File: config.mk
export PLATFORM = sky130hd
export DESIGN_NAME = i2c_cond_mon
export DESIGN_NICKNAME = d
export VERILOG_FILES = /design/src/rtl/i2c_mon_pkg.sv /design/src/rtl/i2c_mon_sync.sv /design/src/rtl/i2c_mon_detect.sv /design/src/rtl/i2c_mon_track.sv /design/src/rtl/i2c_cond_mon.sv
export SDC_FILE = /design/constraint.sdc
export NUM_CORES = 1
export LEC_CHECK = 0
export CORE_UTILIZATION = 30
export CTS_CLUSTER_SIZE = 12
export DETAILED_ROUTE_END_ITERATION = 8
export GPL_TIMING_DRIVEN = 0
export PLACE_DENSITY = 0.59
export REMOVE_ABC_BUFFERS = 1
export SLEW_MARGIN = 15
export SYNTH_ARGS = -nofsm -noshare
export SYNTH_HDL_FRONTEND = slang
export SYNTH_SLANG_ARGS = --single-unit
File: constraint.sdc
create_clock -name clk_i -period 2.41 [get_ports clk_i]
set_clock_uncertainty 0.15 [all_clocks]
set_input_delay 0.241 -clock clk_i [delete_from_list [all_inputs] [get_ports clk_i]]
set_output_delay 0.241 -clock clk_i [all_outputs]
set_load 0.005 [all_outputs]
File: src/rtl/i2c_mon_pkg.sv
package i2c_mon_pkg;
  typedef enum logic [1:0] {
    COND_NONE  = 2'd0,
    COND_START = 2'd1,
    COND_STOP  = 2'd2,
    COND_VIOL  = 2'd3
  } cond_e;
endpackage

File: src/rtl/i2c_mon_sync.sv
module i2c_mon_sync #(
  parameter int unsigned STAGES = 2,
  parameter int unsigned WIDTH  = 2
) (
  input  logic             clk_i,
  input  logic             rst_ni,
  input  logic [WIDTH-1:0] d_i,
  output logic [WIDTH-1:0] q_o
);
  logic [WIDTH-1:0] stg_q [STAGES];

  for (genvar i = 0; i < STAGES; i++) begin : g_stage
    if (i == 0) begin : g_first
      always_ff @(posedge clk_i or negedge rst_ni)
        if (!rst_ni) stg_q[i] <= '1;   // lines idle high
        else         stg_q[i] <= d_i;
    end else begin : g_next
      always_ff @(posedge clk_i or negedge rst_ni)
        if (!rst_ni) stg_q[i] <= '1;
        else         stg_q[i] <= stg_q[i-1];
    end
  end

  assign q_o = stg_q[STAGES-1];
endmodule

File: src/rtl/i2c_mon_detect.sv
module i2c_mon_detect
  import i2c_mon_pkg::*;
(
  input  logic  clk_i,
  input  logic  rst_ni,
  input  logic  scl_s_i,
  input  logic  sda_s_i,
  output cond_e cond_o
);
  logic scl_q, sda_q;
  logic scl_hi, sda_chg, scl_chg;

  always_ff @(posedge clk_i or negedge rst_ni)
    if (!rst_ni) begin
      scl_q <= 1'b1;
      sda_q <= 1'b1;
    end else begin
      scl_q <= scl_s_i;
      sda_q <= sda_s_i;
    end

  assign scl_hi  = scl_q & scl_s_i;
  assign scl_chg = scl_q ^ scl_s_i;
  assign sda_chg = sda_q ^ sda_s_i;

  always_comb begin
    cond_o = COND_NONE;
    if (sda_chg) begin
      if (scl_chg)     cond_o = COND_VIOL;   // order of edges unknown
      else if (scl_hi) cond_o = sda_s_i ? COND_STOP : COND_START;
    end
  end

  p_start_sda_low_r2: assert property (@(posedge clk_i) disable iff (!rst_ni)
    cond_o == COND_START |=> !sda_q && scl_q);
  p_low_scl_quiet_r7: assert property (@(posedge clk_i) disable iff (!rst_ni)
    (!scl_q && !scl_s_i) |-> cond_o == COND_NONE);
endmodule

File: src/rtl/i2c_mon_track.sv
module i2c_mon_track
  import i2c_mon_pkg::*;
(
  input  logic  clk_i,
  input  logic  rst_ni,
  input  cond_e cond_i,
  output logic  start_o,
  output logic  rstart_o,
  output logic  stop_o,
  output logic  viol_o,
  output logic  busy_o
);
  always_ff @(posedge clk_i or negedge rst_ni)
    if (!rst_ni) begin
      start_o  <= 1'b0;
      rstart_o <= 1'b0;
      stop_o   <= 1'b0;
      viol_o   <= 1'b0;
      busy_o   <= 1'b0;
    end else begin
      start_o  <= (cond_i == COND_START) && !busy_o;
      rstart_o <= (cond_i == COND_START) &&  busy_o;
      stop_o   <= (cond_i == COND_STOP);
      viol_o   <= (cond_i == COND_VIOL);
      if (cond_i == COND_START)     busy_o <= 1'b1;
      else if (cond_i == COND_STOP) busy_o <= 1'b0;
    end

  p_start_sets_busy_r2: assert property (@(posedge clk_i) disable iff (!rst_ni)
    start_o |-> busy_o && !$past(busy_o));
  p_rstart_keeps_busy_r3: assert property (@(posedge clk_i) disable iff (!rst_ni)
    rstart_o |-> busy_o && $past(busy_o));
  p_stop_frees_r4: assert property (@(posedge clk_i) disable iff (!rst_ni)
    stop_o |-> !busy_o);
  p_busy_moves_on_event_r5: assert property (@(posedge clk_i) disable iff (!rst_ni)
    (busy_o != $past(busy_o)) |-> (start_o || stop_o));
  p_viol_keeps_busy_r6: assert property (@(posedge clk_i) disable iff (!rst_ni)
    viol_o |-> $stable(busy_o));
  p_one_event_r9: assert property (@(posedge clk_i) disable iff (!rst_ni)
    $onehot0({start_o, rstart_o, stop_o, viol_o}));
endmodule

File: src/rtl/i2c_cond_mon.sv
module i2c_cond_mon
  import i2c_mon_pkg::*;
#(
  parameter int unsigned SYNC_STAGES = 2
) (
  input  logic clk_i,
  input  logic rst_ni,
  input  logic scl_i,
  input  logic sda_i,
  output logic start_o,
  output logic rstart_o,
  output logic stop_o,
  output logic viol_o,
  output logic busy_o
);
  localparam int unsigned LINES = 2;

  logic [LINES-1:0] lines_s;
  cond_e            cond;

  i2c_mon_sync #(.STAGES(SYNC_STAGES), .WIDTH(LINES)) u_sync (
    .clk_i (clk_i),
    .rst_ni(rst_ni),
    .d_i   ({scl_i, sda_i}),
    .q_o   (lines_s)
  );

  i2c_mon_detect u_detect (
    .clk_i  (clk_i),
    .rst_ni (rst_ni),
    .scl_s_i(lines_s[1]),
    .sda_s_i(lines_s[0]),
    .cond_o (cond)
  );

  i2c_mon_track u_track (
    .clk_i   (clk_i),
    .rst_ni  (rst_ni),
    .cond_i  (cond),
    .start_o (start_o),
    .rstart_o(rstart_o),
    .stop_o  (stop_o),
    .viol_o  (viol_o),
    .busy_o  (busy_o)
  );

  initial begin
    a_stages_r1: assert (SYNC_STAGES >= 1);
  end

  p_reset_idle_r8: assert property (@(posedge clk_i)
    !rst_ni |-> !busy_o && !start_o && !rstart_o && !stop_o && !viol_o);
endmodule

==> results of run 1 <==
-- routing by layer --
layer,GRT usage (%),up-vias
li1,-,110
met1,10.2,114
met2,16.7,11
met3,10.4,2
met4,7.76,0
met5,0,-
-- cells in the final DEF (no fill, tap or decap) --
master,count
or2_4,1
nor2b_1,3
clkbuf_1,1
ha_1,4
a22o_1,1
dfstp_2,6
a22oi_1,2
and2_1,1
dfrtp_1,5
a22o_2,1
mux2_2,1
clkdlybuf4s50_1,8
clkbuf_4,3
-- logic make-up after synthesis --
family	share of synthesized area (%)
AND/OR/NAND/NOR	8.21
AO/OA/AOI/OAI	8.21
multiplexers	2.74
adder cells (fa/ha/maj)	12.2
flip-flops	68.7
-- cell type report --
class                           count  area [sq um]  share of cell area [%]
Clock buffer                        4          26.3                    4.91
Multi-Input combinational cell     14           129                    24.1
Sequential cell                    11           283                    52.8
Tap cell                           14          17.5                    3.27
Timing Repair Buffer                8          80.1                    15.0
-- stage by stage --
step	instances	setup WS (ns)	util (%)
finish	51	0.219	45.1
global route	51	0.143	45.1
CTS	51	0.215	45.1
detailed placement	47	0.224	42.9
global placement	47	0.255	42.9
floorplan	25	0.298	-
-- power groups by stage --
stage	registers, mW	clock network, mW	logic (mW)
finish	0.210	0.120	0.0570
floorplan	0.214	0	0.0249
detailed placement	0.213	0	0.0580
global route	0.211	0.135	0.0645
global placement	0.212	0	0.0561
CTS	0.210	0.128	0.0581
-- Yosys cell counts --
cell     number
ha_1          4
a22o_2        1
dfstp_2       6
a22oi_1       2
or2_4         1
and2_1        1
mux2_2        1
nor2b_1       3
dfrtp_1       5
a22o_1        1
-- final timing paths --
| kind | start | end | slack (ns) | cells past startpoint |
|---|---|---|---|---|
| hold reg to reg | u_sync.stg_q[3]$_DFF_PN1_ | u_sync.q_o[1]$_DFF_PN1_ | 0.21 | 0 |
| setup / recovery | u_sync.q_o[1]$_DFF_PN1_ | u_track.busy_o$_DFFE_PN0P_ | 0.22 | 5 |
| max in group asynchronous | rst_ni | u_sync.q_o[1]$_DFF_PN1_ | 1.62 | 1 |
| min in group clk_i | u_sync.stg_q[3]$_DFF_PN1_ | u_sync.q_o[1]$_DFF_PN1_ | 0.21 | 0 |
| hold / removal | rst_ni | u_track.stop_o$_DFF_PN0_ | 0.14 | 1 |
| setup reg to reg | u_sync.q_o[1]$_DFF_PN1_ | u_track.busy_o$_DFFE_PN0P_ | 0.22 | 5 |
==> metrics.md, run 1 <==
| Metric | Value |
|---|---|
| Status | completed |
| Core Region | 1190 sq um |
| TritonCTS Buffers | 3 |
| Postcts setup bufs | 0 |
| Unique cell type count in the Yosys netlist | 10 |
| Die height | 39.0 microns |
| Clock transition at path regs | 0.07 ns |
| Slew Limit Fails | 0 |
| CP endpoint kind | register |
| Achievable Freq | 456 MHz |
| Total number of vias | 237 |
| Critical path arrival | 2.19 ns |
| Syn Inst Count | 25 |
| Syn_area_per_cell | 16.5 sq um |
| Initial Util | 34.7% |
| Sequential share of the synthesized area | 68.7% |
| WHS | 0.142 ns |
| PostCTS Resize Cnt | 0 |
| Cell accounting for the most synthesized area | dfstp_2 |
| Max FO, Critical Path | 5 |
| # diodes | 0 |
| TritonCTS clock tree | built |
| Post-CTS Hold Fix Bufs | 0 |
| Crit path cell chain | ha_1 > or2_4 > a22o_1 > ha_1 > mux2_2 |
| Max cap viols | 0 |
| DR top layer | met4 |
| CP required | 2.41 ns |
| Final setup violation count | 0 |
| Crit path launch type | register |
| Root Driver | clkbuf_4 |
| GR Util All Layers | 11.5% |
| Synth warnings | 0 |
| Layout cell share with drive strength beyond 1 | 32.4% |
| Post-DP HPWL | 408 microns |
| Final hold vios | 0 |
| Vias/cell | 4.65 |
| Post-DP Area | 509 sq um |
| Nets | 46 |
| CP bufs+invs | 0 |
| Fill cells | 108 |
| Clock Power Share | 31.1% |
| Drt drc | 0 |
| Switching Fraction | 21.7% |
| # H-tree levels | 1 |
| Worst Hold Class | in2async |
| Crit path max-delay family | adder cells |
| Relative slew slack | 69.1% |
| Row cnt | 12 |
| Final design area excluding fillers | 536 sq um |
| Comb power frac | 14.7% |
| Setup TNS | 0 ns |
| Sinks on Clock Net | 11 |
| Met3 wire length | 64 microns |
| Tot Pwr | 387 uW |
| Critical Path Slowest Stage Cell | dfstp_2 |
| Worst path max stage delay | 0.53 ns |
| Share of the synthesized area in the top cell type | 38.3% |
| DR pass1 iterations | 1 |
| Metal-1 WL | 215 microns |
| Crit share post-route | 90.9% |
| Initial antenna violation count | 0 |
| Area grow syn2layout | 30.1% |
| P_int | 303 uW |
| Synth top area cells | dfstp_2 38%, dfrtp_1 30%, ha_1 12%, nor2b_1 4.6%, a22oi_1 3.6% |
| Largest net degree at the start of global routing | 12 |
| Maximum VDD drop | 430 uV |
| Met2 wire len | 259 microns |
| Max Root-Sink Buffers | 2 |
| Routed len/inst | 10.7 microns |
| RSZ-0062 raised after global routing | no |
| Net Switching | 84.1 uW |
| DIE WIDTH | 39.0 microns |
| First-pass GRT wire length | 1.01 mm |
| Minimum clock period after layout | 2.19 ns |
| Top cell by count, worst path | ha_1 |
| Global route total overflow | 0 |
| Worst-Skew Late Latency | 0.26 ns |
| Netlist Area Pre-Place | 412 sq um |
| Placer congestion estimate | 0.639 |
| Crit path kind | reg2reg |
| Vias in the first global route | 245 |
| Register bit total from synthesis | 11 |
| PortBufs | 8 |
| Die ar. | 1520 sq um |
| Drt total wl | 547 microns |
| Leakage | 0.238 nW |
| Starting DRT DRC Count | 0 |
| Post-DRT Antenna Nets | 0 |
| # IOs | 9 |
| Reg power frac | 54.2% |
| Worst-margin pin slew | 0.462 ns |
| Cell Pwr Density | 723 nW/um^2 |
Power figures use the tool's default switching activity.
==> run 2, diff against run 1 <==
--- a/config.mk
+++ b/config.mk
@@ -5,9 +5,11 @@
 export SDC_FILE = /design/constraint.sdc
 export NUM_CORES = 1
 export LEC_CHECK = 0
+export CORE_MARGIN = 4
 export CORE_UTILIZATION = 30
 export CTS_CLUSTER_SIZE = 12
 export DETAILED_ROUTE_END_ITERATION = 8
+export GPL_ROUTABILITY_DRIVEN = 0
 export GPL_TIMING_DRIVEN = 0
 export PLACE_DENSITY = 0.59
 export REMOVE_ABC_BUFFERS = 1
==> metrics.md, run 2 (synthesis results as in run 1) <==
| Metric | Value |
|---|---|
| Worst-Skew Late Latency | 0.26 ns |
| PortBufs | 8 |
| Max Root-Sink Buffers | 2 |
| Minimum clock period after layout | 2.21 ns |
| Initial antenna violation count | 0 |
| Vias/cell | 4.65 |
| Sinks on Clock Net | 11 |
| Final worst slack | 0.200 ns |
| Final hold vios | 0 |
| Placed insts | 48 |
| Root Driver | clkbuf_4 |
| Drt total wl | 588 microns |
| Die height | 45.0 microns |
| Setup TNS | 0 ns |
| GR Util All Layers | 8.35% |
| Area grow syn2layout | 30.7% |
| Worst Reg-to-Reg Cells | 5 |
| Routed len/inst | 11.3 microns |
| # diodes | 0 |
| Tot Pwr | 390 uW |
| Postcts setup bufs | 0 |
| Achievable Freq | 452 MHz |
| Commonest non-fill, non-tap cells in the layout | 8 x clkdlybuf4s50_1, 6 x dfstp_2, 5 x dfrtp_1 |
| CP endpoint kind | register |
| PostCTS Resize Cnt | 0 |
| Total number of vias | 242 |
| Post-place setup slack | 0.213 ns |
| Max cap viols | 0 |
| Crit path max-delay family | adder cells |
| Critical path launch point | u_sync.q_o[1]$_DFF_PN1_ |
| Post-DRT Antenna Nets | 0 |
| CP required | 2.41 ns |
| Maximum VDD drop | 345 uV |
| Drt drc | 0 |
| Worst path max stage delay | 0.53 ns |
| # H-tree levels | 1 |
| Layout cell share with drive strength beyond 1 | 35.1% |
| TritonCTS clock tree | built |
| Starting DRT DRC Count | 2 |
| Status | completed |
| Crit path cell chain | ha_1 > or2_4 > a22o_1 > ha_1 > mux2_2 |
| Die ar. | 2030 sq um |
| CP bufs+invs | 0 |
| Count of non-filler cells in the finished layout | 52 |
| Crit path launch type | register |
| First-pass GRT wire length | 1.15 mm |
| Initial Util | 31.6% |
| Layout Utilization | 41.3% |
| Worst Hold Class | in2async |
| Post-CTS Hold Fix Bufs | 0 |
| Row cnt | 13 |
| Top cell by count, worst path | ha_1 |
| Crit path kind | reg2reg |
| Worst-margin pin slew | 0.478 ns |
| Slew Limit Fails | 0 |
| Largest net degree at the start of global routing | 12 |
| Critical Path Slowest Stage Cell | dfstp_2 |
| Crit share post-route | 91.7% |
| Max FO, Critical Path | 5 |
| Vias in the first global route | 298 |
| # IOs | 9 |
| TritonCTS Buffers | 3 |
| Final setup violation count | 0 |
| DIE WIDTH | 45.0 microns |
| Critical path arrival | 2.21 ns |
| Core Region | 1300 sq um |
| RSZ-0062 raised after global routing | no |
| Leakage | 0.240 nW |
| Leading cell type in the layout, fill and taps excluded | clkdlybuf4s50_1 |
| Nets | 46 |
| Post-DP HPWL | 459 microns |
| DR pass1 iterations | 4 |
| Relative slew slack | 68.0% |
| R2R Path Start | u_sync.q_o[1]$_DFF_PN1_ |
| Global route total overflow | 0 |
| Clock transition at path regs | 0.07 ns |
| Number of cells on the critical path | 5 |
| Cell Pwr Density | 724 nW/um^2 |
## run 2: cell types whose count changed in the layout (fill, tap and decap cells not counted)
cell	change
clkbuf_1	-1
clkinv_2	+1
## run 2: stage by stage
stage	area, sq um	hold WS (ns)
after floorplan	412	-0.205
after global placement	510	0.196
after detailed placement	510	0.197
after CTS	538	0.160
after global routing	538	0.183
final	538	0.148
## run 2: per-layer routing
layer  up-vias  global-route usage [%]  routed length (microns)
li1        111                       -                        -
met1       120                    8.54                      225
met2        11                    13.0                      313
met3         0                    3.59                       50
met4         0                    7.02                        0
met5         -                       0                        0
## run 2: path summary, 6_finish.rpt
kind,to,slack (ns)
worst min register to register,u_sync.q_o[1]$_DFF_PN1_,0.21
worst min-delay path,u_track.viol_o$_DFF_PN0_,0.15
worst max register to register,u_track.busy_o$_DFFE_PN0P_,0.20
max in group asynchronous,u_sync.stg_q[3]$_DFF_PN1_,1.61
worst max-delay path,u_track.busy_o$_DFFE_PN0P_,0.20
min in group clk_i,u_sync.q_o[1]$_DFF_PN1_,0.21
## run 2: power by group
group | leakage (nW) | total [mW] | internal, mW | switching, mW
Combinational | 0.0924 | 0.0581 | 0.0360 | 0.0221
Sequential | 0.130 | 0.210 | 0.203 | 0.00684
Clock | 0.0177 | 0.122 | 0.0613 | 0.0603
## run 2: final cells by class
class | instances | area (sq um)
Multi-Input combinational cell | 14 | 129
Tap cell | 15 | 18.8
Sequential cell | 11 | 283
Timing Repair Buffer | 8 | 80.1
Fill cell | 138 | 763
Clock buffer | 3 | 22.5
Clock inverter | 1 | 5.00
==> run 3, diff against run 2 <==
--- a/config.mk
+++ b/config.mk
@@ -10,8 +10,7 @@
 export CTS_CLUSTER_SIZE = 12
 export DETAILED_ROUTE_END_ITERATION = 8
 export GPL_ROUTABILITY_DRIVEN = 0
-export GPL_TIMING_DRIVEN = 0
-export PLACE_DENSITY = 0.59
+export PLACE_DENSITY = 0.61
 export REMOVE_ABC_BUFFERS = 1
 export SLEW_MARGIN = 15
 export SYNTH_ARGS = -nofsm -noshare
==> constraint.sdc (replaced) <==
create_clock -name clk_i -period 2 [get_ports clk_i]
set_clock_uncertainty 0.15 [all_clocks]
set_input_delay 0.2 -clock clk_i [delete_from_list [all_inputs] [get_ports clk_i]]
set_output_delay 0.2 -clock clk_i [all_outputs]
set_load 0.005 [all_outputs]
==> metrics.md, run 3 (synthesis results as in run 1) <==
| Metric | Value |
|---|---|
| Worst-margin pin slew | 0.481 ns |
| Maximum VDD drop | 296 uV |
| Total number of vias | 253 |
| Drt total wl | 744 microns |
| Final design area excluding fillers | 593 sq um |
| Worst Hold Class | in2async |
| Post-DP Area | 526 sq um |
| Cell Pwr Density | 833 nW/um^2 |
| Worst path max stage delay | 0.55 ns |
| First-pass GRT wire length | 1.18 mm |
| # IOs | 9 |
| Vias in the first global route | 279 |
| DIE WIDTH | 45.0 microns |
| Leading cell type in the layout, fill and taps excluded | clkdlybuf4s50_1 |
| Row cnt | 13 |
| TritonCTS Buffers | 3 |
| Core Region | 1300 sq um |
| CP bufs+invs | 1 |
| Area grow syn2layout | 44.1% |
| Final hold vios | 0 |
| Layout cell share with drive strength beyond 1 | 45.0% |
| DR pass1 iterations | 2 |
| Root Driver | clkbuf_4 |
| Critical Path Slowest Stage Cell | dfstp_2 |
| PortBufs | 8 |
| Clock transition at path regs | 0.07 ns |
| Leakage | 0.256 nW |
| Final worst slack | -0.0719 ns |
| Worst-Skew Late Latency | 0.26 ns |
| Sinks on Clock Net | 11 |
| Nets | 49 |
| Initial antenna violation count | 0 |
| Crit path launch type | register |
| Max cap viols | 0 |
| Achievable Freq | 483 MHz |
| Routed len/inst | 13.5 microns |
| Crit path kind | reg2reg |
| Tot Pwr | 494 uW |
| Slew Limit Fails | 0 |
| Die ar. | 2030 sq um |
| CP endpoint kind | register |
| TritonCTS clock tree | built |
| Critical path arrival | 2.07 ns |
| WHS | 0.108 ns |
| Initial Util | 31.6% |
| Commonest non-fill, non-tap cells in the layout | 8 x clkdlybuf4s50_1, 6 x dfstp_2, 5 x dfrtp_1 |
| CP required | 2.00 ns |
| Die height | 45.0 microns |
| Post-DRT Antenna Nets | 0 |
| Starting DRT DRC Count | 1 |
| RSZ-0062 raised after global routing | yes |
| Max FO, Critical Path | 3 |
| Crit share post-route | 104% |
| Crit path cell chain | ha_4 > or2_4 > buf_4 > a22o_2 > ha_4 > mux2_4 |
| Global route total overflow | 0 |
| Vias/cell | 4.60 |
| Max Root-Sink Buffers | 2 |
| Crit path max-delay family | flip-flops |
| GR Util All Layers | 9.01% |
| Minimum clock period after layout | 2.07 ns |
| # diodes | 0 |
| Drt drc | 0 |
| Relative slew slack | 67.8% |
| Top cell by count, worst path | ha_4 |
| Status | finished with violations |
| # H-tree levels | 1 |
| Post-CTS Hold Fix Bufs | 0 |
| Largest net degree at the start of global routing | 12 |
| Fill cells | 130 |
| Final setup violation count | 1 |
| Violated checks | negative setup slack |
run 3: changes by cell type in the layout (fill, tap and decap cells not counted), sizes merged:
cell	previous run	this run
buf	0	3
clkbuf	3	4
clkinv	1	0
run 3: report_power, final:
| part | switching (mW) | total, mW | internal (mW) |
|---|---|---|---|
| combinational | 0.0333 | 0.0899 | 0.0567 |
| clock | 0.0720 | 0.149 | 0.0771 |
| sequential | 0.0102 | 0.255 | 0.245 |
run 3: what timing repair did:
item | 4_1_cts | 5_1_grt
pin swaps | 2 | 1
gates cloned | 0 | 0
gates resized for setup | 2 | 3
endpoints found under the setup margin | 3 | 3
setup buffers | 1 | 0
run 3: worst paths after layout:
kind / end / slack, ns / from / depth (start not counted)
worst min register to register: u_sync.q_o[0]$_DFF_PN1_ / 0.21 / u_sync.stg_q[2]$_DFF_PN1_ / 0
worst min-delay path: u_track.stop_o$_DFF_PN0_ / 0.11 / rst_ni / 1
min in group clk_i: u_sync.stg_q[2]$_DFF_PN1_ / 0.19 / sda_i / 1
worst max register to register: u_track.busy_o$_DFFE_PN0P_ / -0.07 / u_detect.scl_q$_DFF_PN1_ / 6
max in group asynchronous: u_sync.stg_q[3]$_DFF_PN1_ / 1.24 / rst_ni / 1
worst max-delay path: u_track.busy_o$_DFFE_PN0P_ / -0.07 / u_detect.scl_q$_DFF_PN1_ / 6
run 3: routing by layer:
layer / vias to the layer above / part of all wire, % / track usage [%]
li1: 115 / - / -
met1: 129 / 36 / 8.52
met2: 7 / 57 / 14.1
met3: 2 / 6.5 / 3.98
met4: 0 / 0.81 / 8.77
met5: - / 0 / 0
run 3: area by class of cell:
class | instances | area [sq um] | share of cell area, %
multi-input cells | 14 | 163 | 27.4
flip-flops and latches | 11 | 283 | 47.7
repair buffers | 11 | 103 | 17.3
well taps | 15 | 18.8 | 3.16
clock buffers | 4 | 26.3 | 4.43
run 3: through the flow:
stage	cells	setup TNS (ns)	setup slack (ns)	utilization, %
final	55	-0.0719	-0.0719	45.6
after global routing	55	-0.230	-0.112	45.6
after CTS	55	-0.0821	-0.0821	44.1
after detailed placement	50	-0.120	-0.120	40.4
after global placement	50	-0.0864	-0.0864	40.4
after floorplan	25	-0.112	-0.112	-
